### config.mk
export PLATFORM = sky130hd
export DESIGN_NAME = rxr_ring_writer
export DESIGN_NICKNAME = d
export VERILOG_FILES = /design/src/rtl/rxr_pkg.sv /design/src/rtl/rxr_ring_ptr.sv /design/src/rtl/rxr_frag_ctr.sv /design/src/rtl/rxr_mem_mux.sv /design/src/rtl/rxr_ring_writer.sv
export SDC_FILE = /design/constraint.sdc
export NUM_CORES = 1
export LEC_CHECK = 0
export BUFFER_PORTS_ARGS = -buffer_cell sky130_fd_sc_hd__buf_2
export CAP_MARGIN = 20
export CORE_MARGIN = 2
export CORE_UTILIZATION = 35
export CTS_CLUSTER_DIAMETER = 200
export CTS_CLUSTER_SIZE = 20
export DETAILED_ROUTE_END_ITERATION = 12
export SLEW_MARGIN = 25
export SYNTH_ARGS = -nofsm -noshare
export SYNTH_HDL_FRONTEND = slang
export SYNTH_SLANG_ARGS = --single-unit
### constraint.sdc
create_clock -name clk -period 4.45 [get_ports clk]
set_clock_uncertainty 0.1 [all_clocks]
set_input_delay 0.2225 -clock clk [delete_from_list [all_inputs] [get_ports clk]]
set_output_delay 0.2225 -clock clk [all_outputs]
set_load 0.05 [all_outputs]
### src/rtl/rxr_pkg.sv
// Package for the receive descriptor ring writer.
// Holds the controller states, the status word bit positions and the
// function that builds a completion status word.
package rxr_pkg;

    localparam int LEN_W       = 14;  // length / capacity field width
    localparam int BIT_OWN     = 31;  // 1: descriptor held by hardware
    localparam int BIT_END     = 30;  // 1: last descriptor of the ring
    localparam int BIT_FIRST   = 29;  // fragment opens a frame
    localparam int BIT_LAST    = 28;  // fragment closes a frame
    localparam int BIT_ERR     = 21;  // error summary
    localparam int BIT_RUNT    = 20;  // runt frame
    localparam int BIT_CRC     = 19;  // CRC error
    localparam int CAP_LO      = 3;   // capacity field low bit
    localparam int DESC_SHIFT  = 4;   // 16 bytes per descriptor
    localparam int ADDR_OFS    = 8;   // buffer address word offset

    typedef enum logic [2:0] {
        ST_IDLE,   // waiting for a frame
        ST_RD0,    // read status word
        ST_WT0,    // status word returning
        ST_RD2,    // read buffer address
        ST_WT2,    // buffer address returning
        ST_DATA,   // storing bytes
        ST_WB,     // writing completion status
        ST_DROP    // discarding the rest of a frame
    } rxr_state_e;

    // Compose the completion status word for one fragment.
    function automatic logic [31:0] rxr_status(
        input logic             end_bit,
        input logic             first,
        input logic             last,
        input logic             runt,
        input logic             crc,
        input logic [LEN_W-1:0] len
    );
        logic [31:0] w;
        w                = '0;
        w[BIT_END]       = end_bit;
        w[BIT_FIRST]     = first;
        w[BIT_LAST]      = last;
        w[BIT_RUNT]      = runt;
        w[BIT_CRC]       = crc;
        w[BIT_ERR]       = runt | crc;
        w[LEN_W-1:0]     = len;
        return w;
    endfunction

endpackage

### src/rtl/rxr_ring_ptr.sv
// Ring index keeper.
// Holds the index of the current descriptor and turns it into a byte
// address off the ring base. Assumes ring_base is 16-byte aligned.
module rxr_ring_ptr #(
    parameter int ADDR_W = 32,
    parameter int IDX_W  = 8
) (
    input  logic              clk,
    input  logic              rst_n,
    input  logic [ADDR_W-1:0] ring_base,
    input  logic              advance,
    input  logic              wrap,
    output logic [ADDR_W-1:0] desc_addr
);
    import rxr_pkg::*;

    localparam int OFS_W = IDX_W + DESC_SHIFT;

    logic [IDX_W-1:0] idx_q;
    logic [OFS_W-1:0] ofs;

    // Step or wrap the index when a descriptor is retired.
    always_ff @(posedge clk) begin
        if (!rst_n)
            idx_q <= '0;
        else if (advance)
            idx_q <= wrap ? '0 : idx_q + 1'b1;
    end

    // Byte offset of the current descriptor.
    always_comb begin
        ofs = {idx_q, {DESC_SHIFT{1'b0}}};
        desc_addr = ring_base + ADDR_W'(ofs);
    end

endmodule

### src/rtl/rxr_frag_ctr.sv
// Fragment byte counter.
// Loads a buffer capacity (field times 8) and counts bytes stored into the
// current buffer; flags the byte that fills the buffer. Assumes a nonzero
// capacity is handed over.
module rxr_frag_ctr #(
    parameter int LEN_W = 14
) (
    input  logic             clk,
    input  logic             rst_n,
    input  logic             load,
    input  logic [LEN_W-1:0] cap_word,
    input  logic             step,
    output logic [LEN_W-1:0] count,
    output logic             cap_hit
);
    localparam int LOW_W = 3;

    logic [LEN_W-1:0] cap_q;

    // Capture capacity and clear the count, or count one byte.
    always_ff @(posedge clk) begin
        if (!rst_n) begin
            cap_q <= '0;
            count <= '0;
        end else if (load) begin
            cap_q <= {cap_word[LEN_W-1:LOW_W], {LOW_W{1'b0}}};
            count <= '0;
        end else if (step) begin
            count <= count + 1'b1;
        end
    end

    // The byte now being stored would fill the buffer.
    always_comb cap_hit = (count + 1'b1) == cap_q;

endmodule

### src/rtl/rxr_mem_mux.sv
// Memory port steering.
// Selects address, enables and write data for the memory port from the
// controller state: descriptor reads, byte stores and status write-back.
module rxr_mem_mux #(
    parameter int ADDR_W = 32,
    parameter int LEN_W  = 14
) (
    input  rxr_pkg::rxr_state_e state,
    input  logic [ADDR_W-1:0]   desc_addr,
    input  logic [ADDR_W-1:0]   buf_addr,
    input  logic [LEN_W-1:0]    count,
    input  logic                in_valid,
    input  logic [7:0]          in_data,
    input  logic [31:0]         status_word,
    output logic                mem_req,
    output logic                mem_we,
    output logic [3:0]          mem_be,
    output logic [ADDR_W-1:0]   mem_addr,
    output logic [31:0]         mem_wdata
);
    import rxr_pkg::*;

    logic [ADDR_W-1:0] byte_addr;

    // Drive one access per cycle according to state.
    always_comb begin
        byte_addr = buf_addr + ADDR_W'(count);
        mem_req   = 1'b0;
        mem_we    = 1'b0;
        mem_be    = 4'h0;
        mem_addr  = desc_addr;
        mem_wdata = '0;
        unique case (state)
            ST_RD0: begin
                mem_req = 1'b1;
            end
            ST_RD2: begin
                mem_req  = 1'b1;
                mem_addr = desc_addr + ADDR_W'(ADDR_OFS);
            end
            ST_DATA: begin
                mem_req   = in_valid;
                mem_we    = in_valid;
                mem_addr  = {byte_addr[ADDR_W-1:2], 2'b00};
                mem_be    = 4'b0001 << byte_addr[1:0];
                mem_wdata = {4{in_data}};
            end
            ST_WB: begin
                mem_req   = 1'b1;
                mem_we    = 1'b1;
                mem_be    = 4'hF;
                mem_wdata = status_word;
            end
            default: ;
        endcase
    end

endmodule

### src/rtl/rxr_ring_writer.sv
// Receive descriptor ring writer (top).
// Takes frames from a byte stream, stores them into buffers named by an
// ownership-flagged descriptor ring in memory and writes completion status
// back. Assumes a memory with one-cycle read latency and no write stall,
// a 16-byte aligned ring base and ADDR_W no wider than 32.
module rxr_ring_writer #(
    parameter int ADDR_W = 32,
    parameter int IDX_W  = 8,
    parameter int MISS_W = 16
) (
    input  logic              clk,
    input  logic              rst_n,
    input  logic [ADDR_W-1:0] ring_base,
    input  logic              in_valid,
    output logic              in_ready,
    input  logic [7:0]        in_data,
    input  logic              in_last,
    input  logic              in_runt,
    input  logic              in_crc_err,
    output logic              mem_req,
    output logic              mem_we,
    output logic [3:0]        mem_be,
    output logic [ADDR_W-1:0] mem_addr,
    output logic [31:0]       mem_wdata,
    input  logic [31:0]       mem_rdata,
    output logic              rx_ok,
    output logic [MISS_W-1:0] miss_count
);
    import rxr_pkg::*;

    rxr_state_e        state_q;
    logic              end_q;
    logic              first_q;
    logic              last_q;
    logic              runt_q;
    logic              crc_q;
    logic [ADDR_W-1:0] buf_q;
    logic [MISS_W-1:0] miss_q;
    logic [ADDR_W-1:0] desc_addr;
    logic [LEN_W-1:0]  count;
    logic              cap_hit;
    logic              take;
    logic              owned;
    logic [31:0]       status_word;
    logic              unused_rdata;

    assign take         = in_valid && (state_q == ST_DATA);
    assign owned        = mem_rdata[BIT_OWN];
    assign unused_rdata = ^mem_rdata;

    rxr_ring_ptr #(.ADDR_W(ADDR_W), .IDX_W(IDX_W)) u_ptr (
        .clk       (clk),
        .rst_n     (rst_n),
        .ring_base (ring_base),
        .advance   (state_q == ST_WB),
        .wrap      (end_q),
        .desc_addr (desc_addr)
    );

    rxr_frag_ctr #(.LEN_W(LEN_W)) u_ctr (
        .clk      (clk),
        .rst_n    (rst_n),
        .load     (state_q == ST_WT0 && owned),
        .cap_word (mem_rdata[LEN_W-1:0]),
        .step     (take),
        .count    (count),
        .cap_hit  (cap_hit)
    );

    rxr_mem_mux #(.ADDR_W(ADDR_W), .LEN_W(LEN_W)) u_mux (
        .state       (state_q),
        .desc_addr   (desc_addr),
        .buf_addr    (buf_q),
        .count       (count),
        .in_valid    (in_valid),
        .in_data     (in_data),
        .status_word (status_word),
        .mem_req     (mem_req),
        .mem_we      (mem_we),
        .mem_be      (mem_be),
        .mem_addr    (mem_addr),
        .mem_wdata   (mem_wdata)
    );

    // Status word for the fragment now closing.
    always_comb status_word = rxr_status(end_q, first_q, last_q, runt_q, crc_q, count);

    // Sequence descriptor fetch, byte storage, write-back and discard.
    always_ff @(posedge clk) begin
        if (!rst_n) begin
            state_q <= ST_IDLE;
            end_q   <= 1'b0;
            first_q <= 1'b0;
            last_q  <= 1'b0;
            runt_q  <= 1'b0;
            crc_q   <= 1'b0;
            buf_q   <= '0;
            miss_q  <= '0;
        end else begin
            unique case (state_q)
                ST_IDLE: begin
                    if (in_valid) begin
                        first_q <= 1'b1;
                        state_q <= ST_RD0;
                    end
                end
                ST_RD0: state_q <= ST_WT0;
                ST_WT0: begin
                    if (owned) begin
                        end_q   <= mem_rdata[BIT_END];
                        state_q <= ST_RD2;
                    end else begin
                        miss_q  <= miss_q + 1'b1;
                        state_q <= ST_DROP;
                    end
                end
                ST_RD2: state_q <= ST_WT2;
                ST_WT2: begin
                    buf_q   <= mem_rdata[ADDR_W-1:0];
                    state_q <= ST_DATA;
                end
                ST_DATA: begin
                    if (take && in_last) begin
                        last_q  <= 1'b1;
                        runt_q  <= in_runt;
                        crc_q   <= in_crc_err;
                        state_q <= ST_WB;
                    end else if (take && cap_hit) begin
                        last_q  <= 1'b0;
                        runt_q  <= 1'b0;
                        crc_q   <= 1'b0;
                        state_q <= ST_WB;
                    end
                end
                ST_WB: begin
                    first_q <= 1'b0;
                    state_q <= last_q ? ST_IDLE : ST_RD0;
                end
                ST_DROP: begin
                    if (in_valid && in_last)
                        state_q <= ST_IDLE;
                end
                default: state_q <= ST_IDLE;
            endcase
        end
    end

    // Stream acceptance, frame pulse and discard count.
    always_comb begin
        in_ready   = (state_q == ST_DATA) || (state_q == ST_DROP);
        rx_ok      = (state_q == ST_WB) && last_q;
        miss_count = miss_q;
    end

endmodule

After elaboration in Yosys (flattened, before gate mapping)
Index checks and enable logic that the tools add are counted.
W data, S select, Z words.
{"block": "classes", "add_sub_neg": 6, "n_eq_ne": 11, "shifts": 1, "n_mux": 19, "n_bitwise": 3, "reduce_logical": 17}
{"op": "$pmux W32 S2", "count": 2}
{"op": "$add A32 B12 Y32", "count": 1}
{"op": "$add A32 B14 Y32", "count": 1}
{"op": "$add A32 B4 Y32 const B", "count": 1}
{"op": "$pmux W3 S8", "count": 1}
{"op": "$add A16 B1 Y16 const B", "count": 1}
{"op": "$mux W3", "count": 5}
{"op": "$add A14 B1 Y14 const B", "count": 1}
{"op": "$eq A14 B14 Y1", "count": 1}
{"op": "$eq A3 B3 Y1 const B", "count": 4}
{"op": "$add A8 B1 Y8 const B", "count": 1}
{"op": "$mux W8", "count": 1}
{"op": "$pmux W4 S2", "count": 1}
{"op": "$reduce_and A2 Y1", "count": 4}
{"op": "$eq A3 B2 Y1 const B", "count": 2}
{"op": "$logic_and A1 B1 Y1", "count": 6}
{"op": "$mux W1", "count": 6}
{"op": "$pmux W1 S2", "count": 3}
{"op": "$ne A2 B2 Y1 const B", "count": 2}
{"op": "$reduce_bool A2 Y1", "count": 2}
{"op": "$shl A1 B2 Y4 const A", "count": 1}
{"op": "$eq A3 B1 Y1 const B", "count": 1}
{"op": "$logic_not A3 Y1", "count": 1}
{"op": "$ne A3 B1 Y1 const B", "count": 1}
{"op": "other kinds (6)", "count": 7}
{"block": "word_totals", "ff_bits": 89, "input_bits": 78, "out_inout_bits": 88, "word_cells": 68}

Longest topological paths before layout
Gate-level depths: netlist of the first run.
{"block": "logic_depth", "word_depth": 6, "ltp_mapped": 12, "depth_no_buf": 11}

By module
Synthesis of the first run repeated with hierarchy kept, for this count alone.
{"block": "unflattened", "hier_cells": 917, "area_unflattened_um2": 7228.2}
{"module": "rxr_ring_writer", "n_inst": 1, "cells_per_inst": 280, "area_each_um2": 2388.5, "seq_area_each_um2": 1121.1}
{"module": "rxr_mem_mux", "n_inst": 1, "cells_per_inst": 339, "area_each_um2": 2297.2, "seq_area_each_um2": 0.0}
{"module": "rxr_frag_ctr", "n_inst": 1, "cells_per_inst": 159, "area_each_um2": 1457.6, "seq_area_each_um2": 500.5}
{"module": "rxr_ring_ptr", "n_inst": 1, "cells_per_inst": 139, "area_each_um2": 1084.8, "seq_area_each_um2": 160.2}

Least setup slack after synthesis of the first run
No wires, ideal clock.
{"block": "synth_path", "path_type": "flip-flop to output port", "startpoint": "register u_ptr.idx_q[0]", "endpoint": "output port mem_addr[21]", "arrival_ns": 3.835, "t_required_ns": 4.128, "setup_slack_ns": 0.293, "stages_incl_launch_ff": 12, "path_buffers": 0, "cell_sequence": "dfxtp_1 -> ha_1 -> fa_1 -> a211oi_1 -> nor2_1 -> xnor2_1 -> or3_1 -> a211oi_4 -> nand4_4 -> nor2b_1 -> xnor2_1 -> o21ai_0"}
{"block": "synth_via", "elab_chain_cells": 3}
{"element": "start: declaration", "line_no": "rxr_ring_ptr.sv:19", "text": "logic [IDX_W-1:0] idx_q;"}
{"element": "start signal: assignment", "line_no": "rxr_ring_ptr.sv:27", "text": "idx_q <= wrap ? '0 : idx_q + 1'b1;"}
{"element": "$add A32 B12 Y32 (*)", "line_no": "rxr_ring_ptr.sv:33", "text": "desc_addr = ring_base + ADDR_W'(ofs);"}
{"element": "$add A32 B4 Y32", "line_no": "rxr_mem_mux.sv:39", "text": "mem_addr = desc_addr + ADDR_W'(ADDR_OFS);"}
{"element": "$pmux W32 S2 (*)", "line_no": "rxr_mem_mux.sv:33", "text": "unique case (state)"}
{"element": "end: declaration", "line_no": "rxr_ring_writer.sv:23", "text": "output logic [ADDR_W-1:0] mem_addr,"}
Mark *: on every way between the ends. The rest lies on a longest branch, timed or not.

Worst setup path in the final report of the first run
{"block": "layout_path", "startpoint": "register u_ptr.idx_q[4]", "endpoint": "output port mem_addr[29]"}
Same word-level chain as after synthesis.

==> results of run 1 <==
==> per-stage QoR <==
step           cell area (um2)  setup TNS [ns]
2_1_floorplan             7342               0
3_3_place_gp              8334               0
3_5_place_dp              8334               0
4_1_cts                   8628               0
5_1_grt                   8705        -0.03318
6_report                  8705               0
==> sequential cells by signal, summed over array words and instances, names as in the netlist <==
signal       flops
buf_q           32
miss_count      16
u_ctr.count     14
u_ctr.cap_q     11
u_ptr.idx_q      8
state_q          3
crc_q            1
end_q            1
first_q          1
last_q           1
runt_q           1
==> placed cells by master (no fill, tap or decap), drive strengths merged, types with 12 or more instances in the layout <==
| master | count |
|---|---|
| a21oi | 28 |
| o211ai | 12 |
| a21o | 22 |
| o21ai | 42 |
| xnor2 | 65 |
| clkbuf | 13 |
| buf | 175 |
| nand3 | 35 |
| nor2 | 68 |
| nor3 | 23 |
| a21boi | 49 |
| ha | 27 |
| inv | 18 |
| xor2 | 42 |
| nand2 | 172 |
| dfxtp | 89 |
| and3 | 22 |
| and2 | 36 |
| nand4 | 23 |
==> worst max path at each step <==
stage                        start           end  slack, ns  depth (start not counted)
global route        u_ptr.idx_q[0]  mem_addr[29]      -0.02                         12
finish              u_ptr.idx_q[4]  mem_addr[29]       0.25                         11
global placement      ring_base[4]  mem_addr[26]       0.39                         13
detailed placement  u_ptr.idx_q[0]  mem_addr[26]       0.39                         12
CTS                 u_ctr.count[0]  mem_addr[16]       0.05                         11
floorplan           u_ptr.idx_q[0]  mem_addr[21]       0.29                         11
==> critical path, stage by stage, from the launching register on <==
cell	delay, ns
dfxtp_1	0.34
ha_1	0.36
a21oi_2	0.29
o211ai_1	0.26
o21a_1	0.34
o31a_1	0.30
a2111oi_4	0.48
nand4_4	0.21
nor4b_2	0.33
xor2_1	0.10
o221ai_1	0.25
buf_4	0.25
==> power by group <==
group / total, mW / switching [mW] / internal [mW]
logic: 0.549 / 0.381 / 0.168
registers: 0.874 / 0.0443 / 0.830
clock network: 0.752 / 0.321 / 0.431
==> repair_timing <==
item / CTS / global route
setup buffers: 1 / 3
cloned: 0 / 1
gates resized for setup: 0 / 11
pin swaps: 1 / 2
endpoints found under the setup margin: 1 / 16
==> layer usage <==
layer  GRT usage (%)  share of wire [%]
met5               0              0.057
met4           5.238                1.4
met3           2.966                5.7
met2           33.63                 47
met1           27.19                 46
==> area by class of cell <==
cell class / instances / area share, %
Clock inverter: 5 / 0.6612
Clock buffer: 10 / 2.630
Timing Repair Buffer: 178 / 10.72
Multi-Input combinational cell: 814 / 60.86
Sequential cell: 89 / 20.47
Tap cell: 270 / 3.881
Inverter: 18 / 0.7762
==> logic make-up after synthesis <==
| kind of cell | share of synthesized area (%) |
|---|---|
| and+or+nand+nor | 29.52 |
| adders and majority gates | 5.147 |
| DFF | 24.27 |
| xor gates and xnor gates | 12.76 |
| buffers and inverters | 4.243 |
| muxes | 0.6987 |
| AOI/OAI and AO/OA | 23.36 |
==> impl_metrics.toml, run 1 <==
[status]
status = "finished clean"

[setup_path]
reg2reg_from = "state_q[2]"
r2r_end = "last_q"
start_kind = "register"
cp.required_ns = 4.13
cp.arrival_ns = 3.87
r2r_setup_slack_ns = 1.23
critPathMaxFanout = 7
r2r_cells = 7
path_class = "reg2out"
crit_path_end_kind = "output port"

[cells_and_area]
seqCellArea_um2 = 1782
nFillCells = 2177
fin_util_pct = 42.61
instances_no_fill = 1384
n_antenna_cell = 0
nNetsFinal = 1217
multi_input_area_um2 = 5298
drive_gt1_share_pct = 19.84
area_growth_pct = 18.56

[global_route]
grt_pass1_vias = 6896
grt_pass1_wl_um = 35930
grt_start_max_net_pins = 47
antenna_found_initial = 1
overflow = 0
track_usage_pct = 20.11

[synthesis]
syn_nets = 1083
ys_ff_latch = 89
yosysWarnings = 0
netlist_area_um2 = 7342
async_flop_share_pct = 0
ys.flop_type = "dfxtp_1"
yosysMostFrequentCell = "nand2_1"
avgSynthCellArea_um2 = 7.523
synth_top_cells_by_count = "172 x nand2_1, 89 x dfxtp_1, 68 x nor2_1"
synth_cells = 976
synth.distinct_cells = 72
synth_edf_count = 0
synth_top_area_share_pct = 24.27
synth.yosys.seq_area_share_pct = 24.27
ys_top_cells_by_area = "dfxtp_1 24%, nand2_1 8.8%, xnor2_1 7.8%"
synth_area_leader_cell = "dfxtp_1"

[power]
power_mw = 2.175
p_leak_nw = 3.690
ir_drop_uv = 171.0
power.density_nw_per_um2 = 249.9

[routing]
wl_um = 22700
ant_nets = 0
route.detailed.drc = 0
avgRoutedWirePerCell_um = 16.40
first_pass_iters = 5
vias_per_cell = 5.356
num_vias = 7413
first_iter_violations = 418

[clock_tree]
worstSkewPairLatency_ns = 0.35
postCtsHoldBufs = 0
h-tree-depth = 3
cts_buffers = 9
clockBufferDepth = 2
clkSinkCount = 89
clk_pin_slew_worst_paths_ns = 0.06
cts_tree = "done"
root_buffer = "clkbuf_16"

[min_path]
hold_depth = 3
hp-class = "in2reg"
min_from = "mem_rdata[24]"
whs_endpoint = "buf_q[24]"

[sta]
slew_viol_final = 0
maxSlewHeadroom_pct = 37.34
rsz0062_at_grt = "true"
fin_ws_ns = 0.2532
final-hold-violation-count = 0
period_minus_slack_ns = 4.197
setup_violations = 0
fmax_mhz = 238.3
fin_crit_sh_pct = 94.31
hold_slack_ns = 0.02780
worst_slew_pin_slew_ns = 0.9364

[flow_run]
drv_cap = 0

[place]
port_buffers = 165
dp_cells = 1364
dp_hpwl_um = 17750
post-place-ws_ns = 0.3937
routabilityCongestion = 0.8690

[floorplan]
die_y_um = 148.8
core_area_um2 = 20430
rows = 52
die-area_um2 = 22150
start_util_pct = 35.94
num_io_pins = 166
die_x_um = 148.8
Note: power is estimated with default switching activity, not from simulation.
==> run 2: changes to the inputs <==
--- a/config.mk
+++ b/config.mk
@@ -12,6 +12,8 @@
 export CTS_CLUSTER_DIAMETER = 200
 export CTS_CLUSTER_SIZE = 20
 export DETAILED_ROUTE_END_ITERATION = 12
+export HOLD_SLACK_MARGIN = 0.05
+export PLACE_DENSITY = 0.6
 export SLEW_MARGIN = 25
 export SYNTH_ARGS = -nofsm -noshare
 export SYNTH_HDL_FRONTEND = slang
==> run 2 against run 1 <==
Hold slack improved by 0.025 ns. Final area rose by 3.0%. Sequential cell count did not move. Die area did not move. Sequential share of layout area fell by 0.59 points. First-iteration DRC count rose by 5.3%. Clock power barely moved. Critical endpoint is now mem_addr[26]. Highest routed layer is now met4.
==> impl_metrics.toml, run 2 (synthesis gave the netlist of run 1 again) <==
[status]
status = "finished clean"

[clock_tree]
clockBufferDepth = 2
clkSinkCount = 89
cts_buffers = 9
clk_pin_slew_worst_paths_ns = 0.06
cts_tree = "done"
worstSkewPairLatency_ns = 0.35
h-tree-depth = 3
root_buffer = "clkbuf_16"

[place]
port_buffers = 165
routabilityCongestion = 0.8690
dp_hpwl_um = 17750
post-place-ws_ns = 0.3937

[routing]
route.detailed.drc = 0
ant_nets = 0
first_pass_iters = 5
first_iter_violations = 440
vias_per_cell = 5.359
avgRoutedWirePerCell_um = 16.26
num_vias = 7556
wl_um = 22930

[setup_path]
crit_buf_inv = 1
crit_path_end_kind = "output port"
cp_common_cell = "a2111oi_4"
critPathTopFamily = "compound AO/OA/AOI/OAI gates"
crit_chain = "ha_2, a21oi_2, a2111oi_4, o21a_1, o31a_1, a2111oi_4, nand4_2, nor3b_1, xor2_1, o221ai_1, clkbuf_4"
path_class = "reg2out"
cp_slowest_cell = "a2111oi_4"
cp.required_ns = 4.13
max_stage_delay_ns = 0.48
start_kind = "register"
cp.arrival_ns = 3.88
critPathMaxFanout = 7

[sta]
maxSlewHeadroom_pct = 37.69
setup_violations = 0
fin_crit_sh_pct = 94.51
fmax_mhz = 237.8
hold_slack_ns = 0.05233
fin_ws_ns = 0.2442
period_minus_slack_ns = 4.206
slew_viol_final = 0
final-hold-violation-count = 0
rsz0062_at_grt = "true"
worst_slew_pin_slew_ns = 0.9327

[cells_and_area]
layout_commonest_cell = "nand2_1"
drive_gt1_share_pct = 19.39
layout_common_cells = "172 x nand2_1, 161 x buf_2, 89 x dfxtp_1, 67 x nor2_1, 65 x xnor2_1"
n_antenna_cell = 0
largest_reg_flops = 32
area_growth_pct = 22.10
regMostFlops = "buf_q"
nNetsFinal = 1243

[global_route]
track_usage_pct = 20.29
antenna_found_initial = 0
grt_pass1_vias = 7013
grt_start_max_net_pins = 47
grt_pass1_wl_um = 36280
overflow = 0

[floorplan]
die_x_um = 148.8
num_io_pins = 166
die_y_um = 148.8
core_area_um2 = 20430
start_util_pct = 35.94
rows = 52
die-area_um2 = 22150

[power]
power.density_nw_per_um2 = 244.6
p_leak_nw = 3.799
ir_drop_uv = 172.1

[flow_run]
drv_cap = 0

[min_path]
hp-class = "in2reg"
## run 2: worst paths after layout
check	start	endpoint	slack, ns	cells past startpoint
setup / recovery	u_ptr.idx_q[2]	mem_addr[26]	0.24	11
hold / removal	mem_rdata[14]	buf_q[14]	0.05	3
setup reg to reg	state_q[2]	last_q	1.23	7
hold reg to reg	buf_q[2]	buf_q[2]	0.37	2
## run 2: layer usage
layer  global-route usage (%)  vias up  wire (um)
met3                    2.844       22       1331
li1                         -     3783          -
met4                    5.238        0        310
met5                        0        -          0
met1                    27.29     3513      10420
met2                    34.24      238      10860
## run 2: area by class of cell
| class | count | area [um2] |
|---|---|---|
| clock buffers | 10 | 229.0 |
| well taps | 270 | 337.8 |
| inverters | 18 | 67.56 |
| fillers | 2150 | 11460 |
| multi-input cells | 814 | 5298 |
| repair buffers | 204 | 1194 |
| flip-flops and latches | 89 | 1782 |
| clock inverters | 5 | 57.56 |
## run 2: power by group
group	internal [mW]	switching, mW	total, mW	leakage (nW)
Sequential	0.830	0.0437	0.874	0.719
Combinational	0.183	0.384	0.567	2.95
Clock	0.431	0.321	0.752	0.131
## run 2: repair_timing
| action | 4_1_cts | 5_1_grt |
|---|---|---|
| setup buffers | 1 | 3 |
| pin swaps | 1 | 2 |
| gates resized for setup | 0 | 11 |
| gates cloned | 0 | 1 |
| endpoints found under the hold margin | 29 | 0 |
| hold buffers | 26 | 0 |
| endpoints found under the setup margin | 1 | 16 |
## run 2: stage by stage
step / instance area (um2) / setup TNS, ns / instances / power, mW / utilization [%]
global route: 8965 / -0.03318 / 1410 / 2.292 / 43.88
CTS: 8889 / 0 / 1406 / 2.206 / 43.51
floorplan: 7342 / 0 / 976 / 1.272 / -
global placement: 8334 / 0 / 1364 / 1.431 / 40.79
detailed placement: 8334 / 0 / 1364 / 1.435 / 40.79
finish: 8965 / 0 / 1410 / 2.193 / 43.88
## run 2: worst reg2reg max path: cells and delay by family, from the launching register on
kind / cells / cell delay (ns)
simple gates: 6 / 2.08
compound gates: 1 / 0.36
flops: 1 / 0.58
==> run 3: changes to the inputs <==
--- a/config.mk
+++ b/config.mk
@@ -5,6 +5,7 @@
 export SDC_FILE = /design/constraint.sdc
 export NUM_CORES = 1
 export LEC_CHECK = 0
+export ABC_AREA = 1
 export BUFFER_PORTS_ARGS = -buffer_cell sky130_fd_sc_hd__buf_2
 export CAP_MARGIN = 20
 export CORE_MARGIN = 2
@@ -13,7 +14,7 @@
 export CTS_CLUSTER_SIZE = 20
 export DETAILED_ROUTE_END_ITERATION = 12
 export HOLD_SLACK_MARGIN = 0.05
-export PLACE_DENSITY = 0.6
+export PLACE_DENSITY = 0.59
 export SLEW_MARGIN = 25
 export SYNTH_ARGS = -nofsm -noshare
 export SYNTH_HDL_FRONTEND = slang
==> run 3 against run 2 <==
Non-clock buffer count shrank 18. Global-route usage grew 1.8 points. Critical path depth grew 7. Sequential cell count is the same. Via count grew 25%. Clock-buffer cell count is the same. Setup slack gained 0.67 ns. Sequential power grew 21%.
==> impl_metrics.toml, run 3 <==
[global_route]
grt_start_max_net_pins = 60
grt_pass1_wl_um = 43390
grt_pass1_vias = 8786
antenna_found_initial = 1
overflow = 0
track_usage_pct = 22.08

[clock_tree]
h-tree-depth = 3
worstSkewPairLatency_ns = 0.35
clk_pin_slew_worst_paths_ns = 0.07
ctsResizeCount = 0
clkSinkCount = 89
root_buffer = "clkbuf_16"
cts_tree = "done"
cts_buffers = 9
clockBufferDepth = 2

[synthesis]
ys_top_cells_by_area = "dfxtp_1 22%, nand2_1 15%, nand3_1 8.8%"
ys.flop_type = "dfxtp_1"
ys_ff_latch = 89
netlist_area_um2 = 8150
async_flop_share_pct = 0
synth_area_leader_cell = "dfxtp_1"
synth_top_cells_by_count = "321 x nand2_1, 188 x inv_1, 159 x nor2_1"
synth.yosys.seq_area_share_pct = 21.86
yosysWarnings = 0
synth_top_area_share_pct = 21.86
syn_nets = 1503
synth_edf_count = 0
synth.distinct_cells = 47
synth_cells = 1396
yosysMostFrequentCell = "nand2_1"
avgSynthCellArea_um2 = 5.838

[setup_path]
r2r_end = "state_q[1]"
critPathMaxFanout = 4
cp.arrival_ns = 3.21
r2r_setup_slack_ns = 1.48
path_class = "reg2out"
cp.required_ns = 4.13
start_kind = "register"
r2r_cells = 14
reg2reg_from = "state_q[0]"
crit_path_end_kind = "output port"

[sta]
rsz0062_at_grt = "false"
tns_ns = 0
worst_slew_pin_slew_ns = 0.7542
hold_slack_ns = 0.04601
fin_crit_sh_pct = 79.37
final-hold-violation-count = 0
setup_violations = 0
fmax_mhz = 283.1
period_minus_slack_ns = 3.532
maxSlewHeadroom_pct = 49.38
slew_viol_final = 0

[routing]
vias_per_cell = 5.047
first_pass_iters = 6
wl_um = 26960
first_iter_violations = 648
ant_nets = 0
num_vias = 9463
avgRoutedWirePerCell_um = 14.38
route.detailed.drc = 0

[power]
seqPwrFrac_pct = 32.1
ir_drop_uv = 200.0
p_clk_share_pct = 25.1
power_mw = 3.306
p_int_mw = 1.769
power.density_nw_per_um2 = 340.5
p_leak_nw = 4.568
p_sw_mw = 1.537
p_sw_share_pct = 46.49
power_frac_comb_pct = 42.9

[status]
status = "finished clean"

[cells_and_area]
regMostFlops = "buf_q"
instances_no_fill = 1875
nFillCells = 2546
layout_commonest_cell = "nand2_1"
largest_reg_flops = 32
area_growth_pct = 19.16
nNetsFinal = 1663
fin_util_pct = 42.64
drive_gt1_share_pct = 17.75
layout_common_cells = "321 x nand2_1, 188 x inv_1, 165 x buf_2, 158 x nor2_1, 144 x nand3_1"

[flow_run]
drv_cap = 0

[min_path]
hold_depth = 3
min_from = "mem_rdata[1]"
hp-class = "in2reg"
whs_endpoint = "buf_q[1]"

[floorplan]
die_x_um = 156.6
die-area_um2 = 24520
num_io_pins = 166
start_util_pct = 35.78
die_y_um = 156.6
rows = 55
core_area_um2 = 22780

[place]
port_buffers = 165
dp_hpwl_um = 21580
routabilityCongestion = 0.9468
dp_cells = 1841
[run 3: cell count changes after synthesis, sizes merged, moves of 36 or more]
cell / delta
a21oi: +62
and2: -36
xnor2: -61
o21ai: +82
nand3: +120
nor2: +120
xor2: -39
nand2: +172
inv: +184
a21boi: -48
[run 3: worst max-delay path by stage]
stage / from / endpoint / slack (ns) / cells after the start
finish: u_ptr.idx_q[0] / mem_addr[20] / 0.92 / 18
global route: u_ptr.idx_q[0] / mem_addr[28] / 0.64 / 18
CTS: u_ptr.idx_q[0] / mem_addr[28] / 0.92 / 18
detailed placement: ring_base[4] / mem_addr[28] / 1.29 / 19
global placement: u_ctr.count[0] / mem_addr[30] / 1.34 / 16
floorplan: u_ptr.idx_q[0] / mem_addr[9] / 0.69 / 11
[run 3: per-layer routing]
layer | wire length (um) | global-route usage, %
met2 | 12070 | 36.04
met1 | 12420 | 29.15
met4 | 773 | 8.213
met3 | 1686 | 3.822
met5 | 0 | 0
[run 3: through the flow]
step / area [um2] / worst slack [ns]
final: 9712 / 0.9180
after global routing: 9709 / 0.6433
after CTS: 9709 / 0.9167
after detailed placement: 9225 / 1.288
after global placement: 9225 / 1.341
after floorplan: 8150 / 0.6868
[run 3: power by group through the flow]
stage                     clock, mW  combinational [mW]  sequential [mW]
final                         0.828                1.42             1.06
after global routing          0.885                1.56             1.08
after CTS                     0.848                1.42             1.06
after detailed placement          0                1.41             1.07
after global placement            0                1.40             1.07
after floorplan                   0                1.06             1.04
[run 3: cells by family after synthesis]
| family | after synthesis | synth area share, % |
|---|---|---|
| simple gates | 769 | 43.64 |
| compound gates | 261 | 17.56 |
| buf+inv | 241 | 11.54 |
| flops | 89 | 21.86 |
| fa+ha+maj | 29 | 4.636 |
| xor+xnor | 7 | 0.7522 |
[run 3: final cells by class]
| cell class | count | area, um2 | area share (%) |
|---|---|---|---|
| antenna | 1 | 2.502 | 0.02577 |
| clock buffer | 10 | 239.0 | 2.461 |
| clock inverter | 6 | 75.07 | 0.7730 |
| inverter | 204 | 765.7 | 7.885 |
| multi-input combinational | 1066 | 5430 | 55.91 |
| sequential | 89 | 1782 | 18.35 |
| tap | 313 | 391.6 | 4.032 |
| timing repair buffer | 186 | 1026 | 10.56 |
[run 3: critical path, stage by stage, from the launching register on]
cell and delay [ns]:
dfxtp_1 0.35, ha_1 0.26, fa_1 0.45, nand2_1 0.09, nand2_1 0.11, nand3_1 0.11
nand2_1 0.10, nand2_1 0.07, nand2_1 0.10, nor2_4 0.13, nand2_1 0.09, inv_2 0.08
nand3_2 0.09, nor2_2 0.13, nand2_1 0.09, nor2_1 0.14, nand2_1 0.08, nand3_1 0.11
buf_2 0.27
[run 3: repair_timing]
action,in CTS,in global routing
endpoints found under the hold margin,17,0
hold buffers,17,0
setup buffers,0,0
